**config.mk**
```make
export PLATFORM = sky130hd
export DESIGN_NAME = cpi_governor
export DESIGN_NICKNAME = d
export VERILOG_FILES = /design/src/rtl/gov_pkg.sv /design/src/rtl/gov_counters.sv /design/src/rtl/gov_cpi_cmp.sv /design/src/rtl/gov_level.sv /design/src/rtl/cpi_governor.sv
export SDC_FILE = /design/constraint.sdc
export NUM_CORES = 1
export LEC_CHECK = 0
export ABC_AREA = 0
export CAP_MARGIN = 15
export CORE_MARGIN = 2
export CORE_UTILIZATION = 59
export DETAILED_ROUTE_END_ITERATION = 10
export GPL_TIMING_DRIVEN = 0
export PLACE_DENSITY = 0.77
export SLEW_MARGIN = 15
export SYNTH_ARGS = -nofsm -noshare
export SYNTH_HDL_FRONTEND = slang
export SYNTH_SLANG_ARGS = --single-unit
```
**constraint.sdc**
```tcl
create_clock -name clk -period 10.7 [get_ports clk]
set_input_delay 1.605 -clock clk [delete_from_list [all_inputs] [get_ports clk]]
set_output_delay 1.605 -clock clk [all_outputs]
set_load 0.01 [all_outputs]
```
**src/rtl/gov_pkg.sv**
```systemverilog
package gov_pkg;
    typedef enum logic [1:0] {
        DEC_HOLD = 2'd0,
        DEC_UP   = 2'd1,
        DEC_DOWN = 2'd2
    } gov_dec_e;

    typedef enum logic [1:0] {
        S_COUNT  = 2'd0,
        S_FREEZE = 2'd1,
        S_DECIDE = 2'd2
    } gov_state_e;

    localparam int FRAC_BITS = 4;
endpackage

```
**src/rtl/gov_counters.sv**
```systemverilog
module gov_counters #(
    parameter int CNT_W = 16
) (
    input  logic             clk,
    input  logic             rst_n,
    input  logic             en_i,
    input  logic             clr_i,
    input  logic             retire_i,
    output logic [CNT_W-1:0] cyc_o,
    output logic [CNT_W-1:0] ins_o
);
    logic [CNT_W-1:0] cyc_q, ins_q;

    always_ff @(posedge clk or negedge rst_n) begin
        if (!rst_n) begin
            cyc_q <= '0;
            ins_q <= '0;
        end else if (clr_i) begin
            cyc_q <= '0;
            ins_q <= '0;
        end else if (en_i) begin
            cyc_q <= cyc_q + 1'b1;
            if (retire_i) ins_q <= ins_q + 1'b1;
        end
    end

    assign cyc_o = cyc_q;
    assign ins_o = ins_q;

    // counts frozen while sampling
    a_r2_frozen: assert property (@(posedge clk) disable iff (!rst_n)
        (!en_i && !clr_i) |=> ($stable(cyc_o) && $stable(ins_o)));
    // cleared for the next slice
    a_r2_cleared: assert property (@(posedge clk) disable iff (!rst_n)
        clr_i |=> (cyc_o == '0 && ins_o == '0));
endmodule

```
**src/rtl/gov_cpi_cmp.sv**
```systemverilog
module gov_cpi_cmp
    import gov_pkg::*;
#(
    parameter int CNT_W = 16,
    parameter int TH_W  = 8
) (
    input  logic [CNT_W-1:0] cyc_i,
    input  logic [CNT_W-1:0] ins_i,
    input  logic [TH_W-1:0]  lo_i,
    input  logic [TH_W-1:0]  hi_i,
    output gov_dec_e         dec_o
);
    localparam int PW = CNT_W + TH_W;

    logic [PW-1:0] scaled_cyc, lo_prod, hi_prod;

    always_comb begin
        scaled_cyc = PW'(cyc_i) << FRAC_BITS;
        lo_prod    = PW'(lo_i) * PW'(ins_i);
        hi_prod    = PW'(hi_i) * PW'(ins_i);
        if (ins_i == '0)
            dec_o = DEC_DOWN;
        else if (scaled_cyc < lo_prod)
            dec_o = DEC_UP;
        else if (scaled_cyc > hi_prod)
            dec_o = DEC_DOWN;
        else
            dec_o = DEC_HOLD;
    end
endmodule

```
**src/rtl/gov_level.sv**
```systemverilog
module gov_level #(
    parameter int NUM_LEVELS  = 8,
    parameter int RESET_LEVEL = NUM_LEVELS - 1
) (
    input  logic clk,
    input  logic rst_n,
    input  logic inc_i,
    input  logic dec_i,
    output logic at_top_o,
    output logic at_bot_o
);
    localparam int LVL_W = (NUM_LEVELS > 2) ? $clog2(NUM_LEVELS) : 1;
    localparam logic [LVL_W-1:0] TOP_LVL = LVL_W'(NUM_LEVELS - 1);
    localparam logic [LVL_W-1:0] RST_LVL = LVL_W'(RESET_LEVEL);

    logic [LVL_W-1:0] lvl_q;

    always_ff @(posedge clk or negedge rst_n) begin
        if (!rst_n)
            lvl_q <= RST_LVL;
        else if (inc_i)
            lvl_q <= lvl_q + 1'b1;
        else if (dec_i)
            lvl_q <= lvl_q - 1'b1;
    end

    assign at_top_o = (lvl_q == TOP_LVL);
    assign at_bot_o = (lvl_q == '0);

    // never step past either end
    a_r8_no_inc_top: assert property (@(posedge clk) disable iff (!rst_n)
        inc_i |-> (lvl_q != TOP_LVL));
    a_r8_no_dec_bot: assert property (@(posedge clk) disable iff (!rst_n)
        dec_i |-> (lvl_q != '0));
    a_r8_in_range: assert property (@(posedge clk) disable iff (!rst_n)
        lvl_q <= TOP_LVL);
endmodule

```
**src/rtl/cpi_governor.sv**
```systemverilog
module cpi_governor
    import gov_pkg::*;
#(
    parameter int CNT_W       = 16,
    parameter int TH_W        = 8,
    parameter int NUM_LEVELS  = 8,
    parameter int RESET_LEVEL = NUM_LEVELS - 1
) (
    input  logic             clk,
    input  logic             rst_n,
    input  logic             retire_i,
    input  logic [TH_W-1:0]  cpi_lo_i,
    input  logic [TH_W-1:0]  cpi_hi_i,
    input  logic [CNT_W-1:0] slice_len_i,
    input  logic             seq_busy_i,
    output logic             step_req_o,
    output logic             step_up_o
);
    gov_state_e       state_q, state_d;
    gov_dec_e         dec_now, dec_q;
    logic [CNT_W-1:0] cyc_cnt, ins_cnt;
    logic             cnt_en, cnt_clr, slice_end;
    logic             at_top, at_bot, fire_up, fire_dn;
    logic             req_q, up_q;

    assign cnt_en    = (state_q == S_COUNT);
    assign cnt_clr   = (state_q == S_DECIDE);
    assign slice_end = cnt_en &&
        (({1'b0, cyc_cnt} + 1'b1) >= {1'b0, slice_len_i});

    gov_counters #(.CNT_W(CNT_W)) u_cnt (
        .clk      (clk),
        .rst_n    (rst_n),
        .en_i     (cnt_en),
        .clr_i    (cnt_clr),
        .retire_i (retire_i),
        .cyc_o    (cyc_cnt),
        .ins_o    (ins_cnt)
    );

    gov_cpi_cmp #(.CNT_W(CNT_W), .TH_W(TH_W)) u_cmp (
        .cyc_i (cyc_cnt),
        .ins_i (ins_cnt),
        .lo_i  (cpi_lo_i),
        .hi_i  (cpi_hi_i),
        .dec_o (dec_now)
    );

    gov_level #(.NUM_LEVELS(NUM_LEVELS), .RESET_LEVEL(RESET_LEVEL)) u_lvl (
        .clk      (clk),
        .rst_n    (rst_n),
        .inc_i    (fire_up),
        .dec_i    (fire_dn),
        .at_top_o (at_top),
        .at_bot_o (at_bot)
    );

    // next-state logic: slice_end, sampled, restart
    always_comb begin
        state_d = state_q;
        unique case (state_q)
            S_COUNT:  if (slice_end) state_d = S_FREEZE;
            S_FREEZE: state_d = S_DECIDE;
            S_DECIDE: state_d = S_COUNT;
            default:  state_d = S_COUNT;
        endcase
    end

    always_ff @(posedge clk or negedge rst_n) begin
        if (!rst_n) begin
            state_q <= S_COUNT;
            dec_q   <= DEC_HOLD;
        end else begin
            state_q <= state_d;
            if (state_q == S_FREEZE) dec_q <= dec_now;
        end
    end

    assign fire_up = (state_q == S_DECIDE) && !seq_busy_i &&
                     (dec_q == DEC_UP) && !at_top;
    assign fire_dn = (state_q == S_DECIDE) && !seq_busy_i &&
                     (dec_q == DEC_DOWN) && !at_bot;

    // output process
    always_ff @(posedge clk or negedge rst_n) begin
        if (!rst_n) begin
            req_q <= 1'b0;
            up_q  <= 1'b0;
        end else begin
            req_q <= fire_up || fire_dn;
            if (fire_up || fire_dn) up_q <= fire_up;
        end
    end

    assign step_req_o = req_q;
    assign step_up_o  = up_q;

    // request is a single-cycle pulse
    a_r7_single_pulse: assert property (@(posedge clk) disable iff (!rst_n)
        step_req_o |=> !step_req_o);
    // busy at decision time drops the request
    a_r9_busy_drop: assert property (@(posedge clk) disable iff (!rst_n)
        (state_q == S_DECIDE && seq_busy_i) |=> !step_req_o);
    // one decision per slice, then counting resumes
    a_r1_restart: assert property (@(posedge clk) disable iff (!rst_n)
        (state_q == S_DECIDE) |=> (state_q == S_COUNT));
    // a request only follows a decision cycle
    a_r7_after_decide: assert property (@(posedge clk) disable iff (!rst_n)
        $rose(step_req_o) |-> ($past(state_q) == S_DECIDE));
endmodule

```
==> results_dict.tcl <==
set metrics [dict create \
    critPathKind "in2reg" \
    max-clock-path-buffers 2 \
    synth_flop_cell "dfrtp_1" \
    critPathBufInv 5 \
    dpl_worst_slack_ps 1920 \
    ios 38 \
    cts_setup_buffers 0 \
    placed_area_mm2 0.0122 \
    worst-path-stages 26 \
    r2r_cells 26 \
    cts_root_buf "clkbuf_16" \
    clock.fmax_mhz 116 \
    setup-tns-final_ps 0 \
    drt-total-wl_um 28000 \
    antenna_cells 0 \
    die_w_um 143 \
    startpoint_type "input pin" \
    layout_commonest_cell "inv_1" \
    first_global_vias 9445 \
    drv_slew 0 \
    synth_area_mm2 0.0115 \
    cts_tree "yes" \
    setup_slack_ps 2120 \
    worst_setup_path_end_kind "register" \
    rsz0062_at_grt "false" \
    mostFrequentLayoutCells "inv_1 (234), and2_1 (195), fa_1 (169), ha_1 (139), nand2_1 (108)" \
    grt_pass1_wl_um 46900 \
    cap_violations 0 \
    design_area_mm2 0.0123 \
    seq_area_frac_synth 0.0898 \
    synth_edf_count 0 \
    crit_top_cell "fa_1" \
    cts_buffers 5 \
    wl_per_cell_um 17.0 \
    status "finished clean" \
    fp.dieArea_mm2 0.0206 \
    grt_max_degree 33 \
    initial_core_util 0.607 \
    core_mm2 0.0189 \
    netlist_instances 1339 \
    cts.repair.resized 0 \
    finalSetupViolations 0 \
    fin_worst_skew_ps 9.16 \
    period_needed_ps 8580 \
    min_path_type "reg2reg" \
    hpwl_um 23200 \
    grtUsageTotal 0.290 \
    drc 0 \
    detail-route-antenna-nets 0 \
    p_leak_nw 6.58 \
    antenna_found_initial 0 \
    cp_slowest_stage_delay_ps 670 \
    fin_nets 1728 \
    relSlewSlack 0.249 \
    die_h_um 143 \
    area.growth.synth_to_final_pct 7.57 \
    syn-num-nets 1683 \
    period_share 0.802 \
    p_per_area_mw_per_mm2 186 \
    max_slew.worst_pin.slew_ps 1120 \
    cp_slowest_cell "clkdlybuf4s50_1" \
    synth-seq-cells 41 \
    drtPass1Iterations 5 \
    drive_gt1_frac 0.0144 \
    ys_async_sr_fraction 1.00 \
    hold_buffers 0 \
    hold_viol 0 \
    num_vias 9337 \
    path_max_fanout 10 \
    crit_family "adder cells" \
    grt.overflow.total 0 \
    arrival_ps 8810 \
    vias_per_cell 5.68 \
    yosysWarnings 0 \
    cp.required_ps 10920 \
    place.gp.congestion 0.912 \
    vdd_drop_max_mv 0.131 \
    rows 50 \
    cts_num_sinks 41 \
    numPortBuffers 37 \
    cts_htree_levels 2 \
    drt-initial-drc-count 599 \
    synth_cell_types 56 \
    synth.avg_cell_area_um2 8.57 \
    nFillCells 1672 \
    hold_path_depth 2 \
    cts.clk_slew.worst_paths_ps 60 \
    clock_latency_ps 300 \
]
cell usage after synthesis, types with 8 or more instances:
cell type    n  area (um2)
a21o_1      33         248
a21oi_1     42         210
a22o_1       9        78.8
and2_1     195        1220
and3_1      11        68.8
clkbuf_1    58         218
dfrtp_1     38         951
fa_1       169        3380
ha_1       139        1740
inv_1      234         878
nand2_1    108         405
nand2b_1    10        62.6
nand3_1     25         125
nand4_1     14        87.6
nor2_1      39         146
nor3_1       9        45.0
o21a_1       8        60.1
o21ai_0     43         215
xnor2_1     23         201
xor2_1      41         359
flip-flops by register name (all words and copies together) (netlist names):
signal,count
state_q,2
u_cnt.ins_o,16
step_req_o,1
u_cnt.cyc_o,16
dec_q,2
step_up_o,1
u_lvl.lvl_q,3
through the flow:
step                hold slack (ps)  total power [mW]  utilization  instances
floorplan                       459              1.63            -       1339
global placement                484              2.04        0.644       1636
detailed placement              473              2.11        0.645       1637
CTS                             495              2.29        0.653       1645
global route                    526              2.57        0.653       1645
finish                          493              2.29        0.653       1645
report_power, final:
part	switching (mW)	internal [mW]
logic	1.12	0.784
registers	0.0396	0.177
clock network	0.0641	0.0988
total	1.23	1.06
layer usage:
| layer | track usage | vias up | part of all wire |
|---|---|---|---|
| li1 | - | 4360 | - |
| met1 | 0.405 | 4635 | 0.44 |
| met2 | 0.474 | 287 | 0.47 |
| met3 | 0.0397 | 55 | 0.058 |
| met4 | 0.0867 | 0 | 0.031 |
| met5 | 0 | - | 0 |
cell type report:
cell class | count | area [um2] | share of cell area
Multi-Input combinational cell | 1005 | 9340 | 0.757
Sequential cell | 41 | 1030 | 0.0835
Inverter | 234 | 878 | 0.0712
Timing Repair Buffer | 38 | 385 | 0.0312
Tap cell | 260 | 325 | 0.0264
Buffer | 59 | 221 | 0.0179
Clock buffer | 7 | 153 | 0.0124
Clock inverter | 1 | 5.00 | 0.000406
worst reg2reg max path, cell delays in order (launching register included):
cell	delay [ps]
dfrtp_1	390
clkbuf_1	500
clkbuf_1	510
nand2_1	150
fa_1	500
fa_1	490
inv_1	50
fa_1	540
inv_1	70
fa_1	530
inv_1	40
ha_1	360
a2111o_1	380
a31oi_1	270
o21ai_1	200
a31oi_4	230
nor2b_2	90
a31o_1	230
nand2_1	60
nand2_1	70
xnor2_1	200
ha_1	330
nand4_1	150
o21ai_0	230
nand3_1	170
o31ai_1	370
and3_1	260
kinds of logic (layout without fill, tap and decap cells):
| group | after synthesis | after routing | synth area share |
|---|---|---|---|
| buf+inv | 293 | 339 | 0.0959 |
| compound gates | 189 | 189 | 0.109 |
| mux | 3 | 3 | 0.00273 |
| xor+xnor | 64 | 64 | 0.0489 |
| fa+ha+maj | 308 | 308 | 0.447 |
| simple gates | 441 | 441 | 0.207 |
| flops | 41 | 41 | 0.0898 |
final timing paths:
check                                           startpoint                          to  slack [ps]
worst max-delay path                           cpi_hi_i[7]        dec_q[1]$_DFFE_PN0N_        2120
worst min register to register       step_up_o$_DFFE_PN0P_       step_up_o$_DFFE_PN0P_         490
worst max register to register  u_cnt.ins_o[4]$_DFFE_PN0P_        dec_q[1]$_DFFE_PN0N_        3240
min in group asynchronous                            rst_n        step_req_o$_DFF_PN0_        1170
worst min-delay path                 step_up_o$_DFFE_PN0P_       step_up_o$_DFFE_PN0P_         490
max in group asynchronous                            rst_n  u_cnt.ins_o[6]$_DFFE_PN0P_        9080
Power figures use the tool's default switching activity.
